**config.mk**
```make
export PLATFORM = sky130hd
export DESIGN_NAME = timed_wave_gen
export DESIGN_NICKNAME = d
export VERILOG_FILES = /design/src/rtl/twg_pkg.sv /design/src/rtl/twg_regs.sv /design/src/rtl/twg_trim.sv /design/src/rtl/twg_phase.sv /design/src/rtl/timed_wave_gen.sv
export SDC_FILE = /design/constraint.sdc
export NUM_CORES = 1
export LEC_CHECK = 0
export ABC_AREA = 0
export BUFFER_PORTS_ARGS = -buffer_cell sky130_fd_sc_hd__buf_4
export CORE_AREA = 2 2 178 180
export CTS_CLUSTER_SIZE = 28
export DETAILED_ROUTE_END_ITERATION = 8
export DIE_AREA = 0 0 180 182
export PLACE_DENSITY = 0.83
export SYNTH_ARGS = -nofsm -noshare
export SYNTH_HDL_FRONTEND = slang
export SYNTH_SLANG_ARGS = --single-unit
```
**constraint.sdc**
```tcl
create_clock -name clk -period 6.8 [get_ports clk]
set_input_delay 1.36 -clock clk [delete_from_list [all_inputs] [get_ports clk]]
set_output_delay 1.36 -clock clk [all_outputs]
set_load 0.01 [all_outputs]
```
**src/rtl/twg_pkg.sv**
```systemverilog
package twg_pkg;

    localparam int TWG_ADDR_W = 3;

    localparam logic [TWG_ADDR_W-1:0] ADR_START_LO = 3'd0;
    localparam logic [TWG_ADDR_W-1:0] ADR_START_HI = 3'd1;
    localparam logic [TWG_ADDR_W-1:0] ADR_PERIOD   = 3'd2;
    localparam logic [TWG_ADDR_W-1:0] ADR_CTRL     = 3'd3;
    localparam logic [TWG_ADDR_W-1:0] ADR_TRIM_LO  = 3'd4;
    localparam logic [TWG_ADDR_W-1:0] ADR_TRIM_HI  = 3'd5;

    // Bit of the control word that picks lengthen (1) or shorten (0).
    localparam int CTRL_DIR_BIT = 1;

    typedef enum logic [1:0] {
        ST_IDLE = 2'd0,
        ST_WAIT = 2'd1,
        ST_RUN  = 2'd2
    } twg_state_e;

endpackage

```
**src/rtl/twg_regs.sv**
```systemverilog
module twg_regs
    import twg_pkg::*;
#(
    parameter int TIME_W   = 64,
    parameter int PERIOD_W = 32,
    parameter int TRIM_W   = 42,
    parameter int DATA_W   = 32
) (
    input  logic                  clk,
    input  logic                  rst,
    input  logic                  wr_en,
    input  logic [TWG_ADDR_W-1:0] wr_addr,
    input  logic [DATA_W-1:0]     wr_data,
    output logic [TIME_W-1:0]     start_q,
    output logic [PERIOD_W-1:0]   period_q,
    output logic [TRIM_W-1:0]     trim_q,
    output logic                  lengthen_q,
    output logic                  zero_wr
);

    localparam int START_HI_W = TIME_W - DATA_W;
    localparam int TRIM_HI_W  = TRIM_W - DATA_W;

    assign zero_wr = wr_en && (wr_addr == ADR_PERIOD)
                     && (wr_data[PERIOD_W-1:0] == '0);

    always_ff @(posedge clk) begin
        if (rst) begin
            start_q    <= '0;
            period_q   <= '0;
            trim_q     <= '0;
            lengthen_q <= 1'b0;
        end else if (wr_en) begin
            unique case (wr_addr)
                ADR_START_LO: start_q[DATA_W-1:0]      <= wr_data;
                ADR_START_HI: start_q[TIME_W-1:DATA_W] <= wr_data[START_HI_W-1:0];
                ADR_PERIOD:   period_q                 <= wr_data[PERIOD_W-1:0];
                ADR_CTRL:     lengthen_q               <= wr_data[CTRL_DIR_BIT];
                ADR_TRIM_LO:  trim_q[DATA_W-1:0]       <= wr_data;
                ADR_TRIM_HI:  trim_q[TRIM_W-1:DATA_W]  <= wr_data[TRIM_HI_W-1:0];
                default:      ;
            endcase
        end
    end

endmodule

```
**src/rtl/twg_trim.sv**
```systemverilog
module twg_trim #(
    parameter int TRIM_W = 42
) (
    input  logic              clk,
    input  logic              rst,
    input  logic              active,
    input  logic [TRIM_W-1:0] trim_len,
    input  logic              take,
    output logic              pend
);

    logic [TRIM_W-1:0] tcnt_q;
    logic              hit;

    assign hit = (trim_len != '0) && (tcnt_q == trim_len - TRIM_W'(1));

    always_ff @(posedge clk) begin
        if (rst || !active) begin
            tcnt_q <= '0;
            pend   <= 1'b0;
        end else if (hit) begin
            tcnt_q <= '0;
            pend   <= 1'b1;
        end else begin
            tcnt_q <= (trim_len == '0) ? '0 : tcnt_q + TRIM_W'(1);
            if (take) begin
                pend <= 1'b0;
            end
        end
    end

endmodule

```
**src/rtl/twg_phase.sv**
```systemverilog
module twg_phase #(
    parameter int PERIOD_W = 32
) (
    input  logic                clk,
    input  logic                rst,
    input  logic                load,
    input  logic                active,
    input  logic                pend,
    input  logic                lengthen,
    input  logic [PERIOD_W-1:0] period,
    output logic                take,
    output logic                wave_hi,
    output logic [PERIOD_W:0]   cnt_o,
    output logic [PERIOD_W:0]   len_o
);

    localparam int LEN_W = PERIOD_W + 1;

    logic [LEN_W-1:0] cnt_q, len_q, per_ext, next_len, hi_len;
    logic             wrap;

    assign per_ext = {1'b0, period};

    always_comb begin
        wrap = active && ((cnt_q + LEN_W'(1)) >= len_q);
        take = wrap && pend;
        if (pend && lengthen) begin
            next_len = per_ext + LEN_W'(1);
        end else if (pend && (per_ext > LEN_W'(1))) begin
            next_len = per_ext - LEN_W'(1);
        end else begin
            next_len = per_ext;
        end
        hi_len  = (len_q + LEN_W'(1)) >> 1;
        wave_hi = cnt_q < hi_len;
    end

    always_ff @(posedge clk) begin
        if (rst) begin
            cnt_q <= '0;
            len_q <= '0;
        end else if (load) begin
            cnt_q <= '0;
            len_q <= per_ext;
        end else if (wrap) begin
            cnt_q <= '0;
            len_q <= next_len;
        end else if (active) begin
            cnt_q <= cnt_q + LEN_W'(1);
        end
    end

    assign cnt_o = cnt_q;
    assign len_o = len_q;

endmodule

```
**src/rtl/timed_wave_gen.sv**
```systemverilog
module timed_wave_gen
    import twg_pkg::*;
#(
    parameter int TIME_W   = 64,
    parameter int PERIOD_W = 32,
    parameter int TRIM_W   = 42,
    parameter int DATA_W   = 32
) (
    input  logic                  clk,
    input  logic                  rst,
    input  logic [TIME_W-1:0]     time_ns,
    input  logic                  wr_en,
    input  logic [TWG_ADDR_W-1:0] wr_addr,
    input  logic [DATA_W-1:0]     wr_data,
    output logic                  wave_out
);

    twg_state_e          state, state_nx;
    logic [TIME_W-1:0]   start_q;
    logic [PERIOD_W-1:0] period_q;
    logic [TRIM_W-1:0]   trim_q;
    logic                lengthen_q, zero_wr;
    logic                run_start, running, pend, take, wave_hi;
    logic [PERIOD_W:0]   phase_cnt, phase_len;

    twg_regs #(
        .TIME_W(TIME_W), .PERIOD_W(PERIOD_W), .TRIM_W(TRIM_W), .DATA_W(DATA_W)
    ) u_regs (
        .clk(clk), .rst(rst), .wr_en(wr_en), .wr_addr(wr_addr), .wr_data(wr_data),
        .start_q(start_q), .period_q(period_q), .trim_q(trim_q),
        .lengthen_q(lengthen_q), .zero_wr(zero_wr)
    );

    // ENABLE / ARM / DISABLE transitions
    always_comb begin
        state_nx = state;
        unique case (state)
            ST_IDLE: if (period_q != '0)      state_nx = ST_WAIT;
            ST_WAIT: if (time_ns >= start_q)  state_nx = ST_RUN;
            ST_RUN:  state_nx = ST_RUN;
            default: state_nx = ST_IDLE;
        endcase
        if (zero_wr) begin
            state_nx = ST_IDLE;
        end
    end

    always_ff @(posedge clk) begin
        if (rst) begin
            state <= ST_IDLE;
        end else begin
            state <= state_nx;
        end
    end

    assign running   = (state == ST_RUN);
    assign run_start = (state == ST_WAIT) && (state_nx == ST_RUN);

    twg_trim #(.TRIM_W(TRIM_W)) u_trim (
        .clk(clk), .rst(rst), .active(running), .trim_len(trim_q),
        .take(take), .pend(pend)
    );

    twg_phase #(.PERIOD_W(PERIOD_W)) u_phase (
        .clk(clk), .rst(rst), .load(run_start), .active(running), .pend(pend),
        .lengthen(lengthen_q), .period(period_q), .take(take),
        .wave_hi(wave_hi), .cnt_o(phase_cnt), .len_o(phase_len)
    );

    always_comb begin
        wave_out = running && wave_hi;
    end

endmodule

```
==> impl_summary.txt <==
----------------------------------------------------
[Status]
  Run status ... complete, no violations

[Floorplanning]
  Area of the die ... 32760 um^2
  Count of standard-cell rows ... 65
  I/O pins ... 103
  Die outline height ... 182 um
  Die W ... 180 um
  Starting Density ... 0.5425
  Core area ... 30990 um^2

[Hold path]
  Hold path depth ... 2
  Worst Hold End ... u_regs.start_q[15]
  Worst hold path type ... reg -> reg
  Hold Path Origin ... u_regs.start_q[15]

[Placed design]
  Worst setup slack after placement ... 0.4481 ns
  IO Port Bufs ... 102
  Detailed-placement wirelength estimate ... 35360 um
  Final RePlAce weighted congestion ... 0.9640
  Instance area after placement ... 17740 um^2
  Count of placed standard cells including taps ... 2633

[Detailed routing]
  Average routed wire per standard cell ... 17.98 um
  Antenna-violating nets left ... 0
  Post-route DRC ... 0
  Detailed-route via count ... 16100
  Aggregate routed wire length ... 48290 um
  Iteration-0 DRC Markers ... 1373
  Initial DRT Pass Iterations ... 5
  Vias per inst ... 5.993

[CTS]
  CTS buffer count ... 28
  Post-CTS Hold Fix Bufs ... 0
  Number of buffers on the longest clock path ... 3
  Later-pin clock latency in the skew report ... 0.60 ns
  Number of sinks handled by clock tree synthesis ... 250
  Clk pin slew, worst setup/hold paths ... 0.06 ns
  Level count of the clock H-tree ... 1
  Clock tree from TritonCTS ... done
  Clock root cell ... sky130_fd_sc_hd__clkbuf_16

[Finish]
  Final design instance area without fill ... 18900 um^2
  Share of layout cells above drive strength 1 ... 0.1068
  Final net count ... 2499
  Area Growth Syn to Fin ... 12.42%
  Final cell count without fillers ... 2686
  Antenna diode count ... 0

[STA]
  Maximum clock frequency ... 0.1527 GHz
  Worst max-slew margin expressed relative to the limit ... 0.1474
  Transition time of the tightest slew-check pin ... 1.275 ns
  Final Max Tran Viols ... 0
  Final Hold Slack ... 0.4561 ns
  Setup slack of the critical path after layout ... 0.2516 ns
  Share of the clock period used by the worst path after layout ... 0.9630
  Minimum clock period after layout ... 6.548 ns
  Total setup violations reported at the end of the flow ... 0
  Clock skew ... 0.05361 ns
  Final Hold Vio Count ... 0

[Logic synthesis]
  Primary FF master, synth ... sky130_fd_sc_hd__dfxtp_1
  Share of the synthesized area in the top cell type ... 0.2978
  Post-Syn Nets ... 2468
  Avg Cell Area, Syn ... 7.534 um^2
  Library cells used by synthesis ... 77
  Flip-flop and latch count after synthesis ... 250
  Synthesized cell area ... 16810 um^2
  Number of synthesized flops with an enable pin ... 0
  Number of instances in the synthesized netlist ... 2231
  Synth warn ... 0
  Sequential area share after synthesis ... 0.2978
  FFs w/ async S/R, synth ... 0
  Largest area contributor in the synthesized netlist ... sky130_fd_sc_hd__dfxtp_1
  Leading post-synthesis cells by cell area ... sky130_fd_sc_hd__dfxtp_1, sky130_fd_sc_hd__ha_1, sky130_fd_sc_hd__nand2_1, sky130_fd_sc_hd__a21oi_1, sky130_fd_sc_hd__xnor2_1

[Critical path]
  FF-to-FF End ... u_phase.len_o[22]
  Required time of the critical path ... 5.44 ns
  Data arrival time of the worst path ... 5.19 ns
  Crit. End Element ... primary output
  Number of cells traversed by the worst register-to-register path ... 17
  Largest driver fanout on the critical path ... 7
  Classification of the worst setup path ... reg -> out
  Kind of start point of the critical path ... flop
  Beginning of the worst register-to-register path ... u_phase.cnt_o[0]
  R2R Setup Slk ... 1.69 ns

[Pwr]
  Proportion of power drawn by flip-flops and latches ... 0.389
  Switching power of the nets ... 1.059 mW
  IR Drop Worst-Case VDD ... 218.3 uV
  Overall Power ... 3.923 mW
  Static power due to leakage ... 6.843 nW
  Switching portion of total power ... 0.2700
  Internal cell power ... 2.863 mW
  Power per Cell Area ... 207.6 nW/um^2
  Clk pwr share ... 0.461
  Share of total power in combinational logic ... 0.150

[Global routing]
  Global-route wire length before repair ... 78250 um
  Total routing usage reported by global routing ... 0.2865
  Antenna violations before repair ... 0
  Maximum number of pins on one net before global-route repair ... 100
  Vias in the first global route ... 15460
  Overflow left after global routing ... 0

[Job]
  MaxCap Viol Count ... 0

----------------------------------------------------
[state kept, by name, summed over array words and instances, names as in the netlist, 2 cells and up]
register	count
state	2
u_regs.start_q	64
u_regs.period_q	32
u_phase.cnt_o	33
u_regs.trim_q	42
u_phase.len_o	33
u_trim.tcnt_q	42
[power by group through the flow]
stage	Sequential [mW]	Clock [mW]	Combinational, mW
floorplan	1.54	0	0.387
global placement	1.55	0	0.558
detailed placement	1.56	0	0.573
CTS	1.52	1.82	0.577
global route	1.53	1.88	0.643
finish	1.53	1.81	0.588
[layout by cell type, fill, tap and decap left out, types with 5 or more instances in the layout]
cell,n
sky130_fd_sc_hd__nand3_1,91
sky130_fd_sc_hd__bufinv_16,8
sky130_fd_sc_hd__xor2_1,74
sky130_fd_sc_hd__nand4b_1,5
sky130_fd_sc_hd__a31oi_1,9
sky130_fd_sc_hd__or2_2,14
sky130_fd_sc_hd__o22ai_1,11
sky130_fd_sc_hd__nand2b_1,14
sky130_fd_sc_hd__a211oi_1,12
sky130_fd_sc_hd__and2_1,21
sky130_fd_sc_hd__xnor2_1,113
sky130_fd_sc_hd__inv_1,119
sky130_fd_sc_hd__and4_1,7
sky130_fd_sc_hd__o31ai_1,11
sky130_fd_sc_hd__nor2_1,149
sky130_fd_sc_hd__and3_1,24
sky130_fd_sc_hd__buf_4,118
sky130_fd_sc_hd__o41ai_1,6
sky130_fd_sc_hd__nor3b_1,11
sky130_fd_sc_hd__nor3_1,60
sky130_fd_sc_hd__o211ai_1,8
sky130_fd_sc_hd__a21o_1,21
sky130_fd_sc_hd__o21bai_1,5
sky130_fd_sc_hd__a21oi_1,221
sky130_fd_sc_hd__o21ai_0,63
sky130_fd_sc_hd__nand2_1,390
sky130_fd_sc_hd__nor4_1,34
sky130_fd_sc_hd__o31a_1,7
sky130_fd_sc_hd__or3_1,22
sky130_fd_sc_hd__clkbuf_8,8
sky130_fd_sc_hd__nand4_1,56
sky130_fd_sc_hd__nor2b_1,13
sky130_fd_sc_hd__ha_1,135
sky130_fd_sc_hd__or4_1,13
sky130_fd_sc_hd__nor3_2,42
sky130_fd_sc_hd__clkbuf_16,28
sky130_fd_sc_hd__dfxtp_1,250
sky130_fd_sc_hd__o32ai_1,9
[how the worst max path moves through the flow]
stage	from	end	slack (ns)	depth (start not counted)
final	u_phase.len_o[6]	wave_out	0.25	18
after global routing	u_phase.len_o[6]	wave_out	-0.003	18
after CTS	u_phase.len_o[6]	wave_out	0.06	18
after detailed placement	u_phase.len_o[6]	wave_out	0.45	18
after global placement	u_phase.len_o[6]	wave_out	0.50	18
after floorplan	u_phase.len_o[6]	wave_out	1.04	16
[synthesized netlist by cell type (5+ instances only)]
| master | count |
|---|---|
| sky130_fd_sc_hd__nand2_1 | 391 |
| sky130_fd_sc_hd__dfxtp_1 | 250 |
| sky130_fd_sc_hd__a21oi_1 | 221 |
| sky130_fd_sc_hd__nor2_1 | 151 |
| sky130_fd_sc_hd__ha_1 | 135 |
| sky130_fd_sc_hd__inv_1 | 119 |
| sky130_fd_sc_hd__xnor2_1 | 113 |
| sky130_fd_sc_hd__clkbuf_1 | 107 |
| sky130_fd_sc_hd__nand3_1 | 91 |
| sky130_fd_sc_hd__xor2_1 | 74 |
| sky130_fd_sc_hd__o21ai_0 | 64 |
| sky130_fd_sc_hd__nor3_1 | 62 |
| sky130_fd_sc_hd__nand4_1 | 56 |
| sky130_fd_sc_hd__nor3_2 | 40 |
| sky130_fd_sc_hd__nor4_1 | 36 |
| sky130_fd_sc_hd__and3_1 | 24 |
| sky130_fd_sc_hd__or3_1 | 22 |
| sky130_fd_sc_hd__a21o_1 | 21 |
| sky130_fd_sc_hd__and2_1 | 21 |
| sky130_fd_sc_hd__nand2b_1 | 14 |
| sky130_fd_sc_hd__or2_2 | 14 |
| sky130_fd_sc_hd__nor2b_1 | 13 |
| sky130_fd_sc_hd__or4_1 | 13 |
| sky130_fd_sc_hd__a211oi_1 | 12 |
| sky130_fd_sc_hd__nor3b_1 | 11 |
| sky130_fd_sc_hd__o22ai_1 | 11 |
| sky130_fd_sc_hd__o31ai_1 | 11 |
| sky130_fd_sc_hd__a31oi_1 | 9 |
| sky130_fd_sc_hd__o32ai_1 | 9 |
| sky130_fd_sc_hd__o211ai_1 | 8 |
| sky130_fd_sc_hd__and4_1 | 7 |
| sky130_fd_sc_hd__o31a_1 | 7 |
| sky130_fd_sc_hd__o41ai_1 | 6 |
| sky130_fd_sc_hd__a2111oi_0 | 5 |
| sky130_fd_sc_hd__nand4b_1 | 5 |
| sky130_fd_sc_hd__o21bai_1 | 5 |
[worst max-delay path: stages, from the launching register on]
cell and delay (ns):
sky130_fd_sc_hd__dfxtp_1 0.35, sky130_fd_sc_hd__clkinvlp_4 0.19, sky130_fd_sc_hd__nor4_4 0.35, sky130_fd_sc_hd__nand4_1 0.27
sky130_fd_sc_hd__nor4_2 0.35, sky130_fd_sc_hd__buf_4 0.18, sky130_fd_sc_hd__nand2_1 0.09, sky130_fd_sc_hd__nor3_1 0.22
sky130_fd_sc_hd__xnor2_1 0.15, sky130_fd_sc_hd__ha_1 0.26, sky130_fd_sc_hd__a21o_1 0.18, sky130_fd_sc_hd__a21o_1 0.17
sky130_fd_sc_hd__a21o_1 0.17, sky130_fd_sc_hd__a21o_1 0.18, sky130_fd_sc_hd__a21o_1 0.18, sky130_fd_sc_hd__a2111oi_1 0.44
sky130_fd_sc_hd__or3b_2 0.49, sky130_fd_sc_hd__o21ai_2 0.23, sky130_fd_sc_hd__buf_4 0.18
[kinds of logic (layout without fill, tap and decap cells)]
logic type,Yosys count,count (layout),share of synthesized area
adders and majority gates,135,135,0.1005
buffers and inverters,237,290,0.05486
AOI/OAI and AO/OA,434,434,0.1578
muxes,4,4,0.002456
xor gates and xnor gates,187,187,0.09744
and+or+nand+nor,984,984,0.2892
DFF,250,250,0.2978
[final cells by class]
| cell class | instances | area (um^2) |
|---|---|---|
| Clock inverter | 15 | 307.8 |
| Sequential cell | 250 | 5005 |
| Multi-Input combinational cell | 1744 | 10930 |
| Timing Repair Buffer | 118 | 885.9 |
| Clock buffer | 37 | 814.5 |
| Tap cell | 402 | 503.0 |
| Fill cell | 2712 | 12090 |
| Inverter | 120 | 454.2 |
[timing repair]
| item | 4_1_cts | 5_1_grt |
|---|---|---|
| gates resized for setup | 2 | 5 |
| endpoints found under the setup margin | 1 | 1 |
| pin swaps | 0 | 1 |
| setup buffers | 0 | 1 |
[stage by stage]
stage	utilization	TNS (ns)
after floorplan	-	0
after global placement	0.5724	0
after detailed placement	0.5724	0
after CTS	0.6088	0
after global routing	0.6098	-0.003060
final	0.6098	0
[routing by layer]
metal / global-route usage / wire length (um)
met4: 0.1047 / 1705
met5: 0 / 0
met3: 0.04071 / 3215
met1: 0.3700 / 20660
met2: 0.4870 / 22710
No activity file was read; power rests on OpenSTA's default activity.
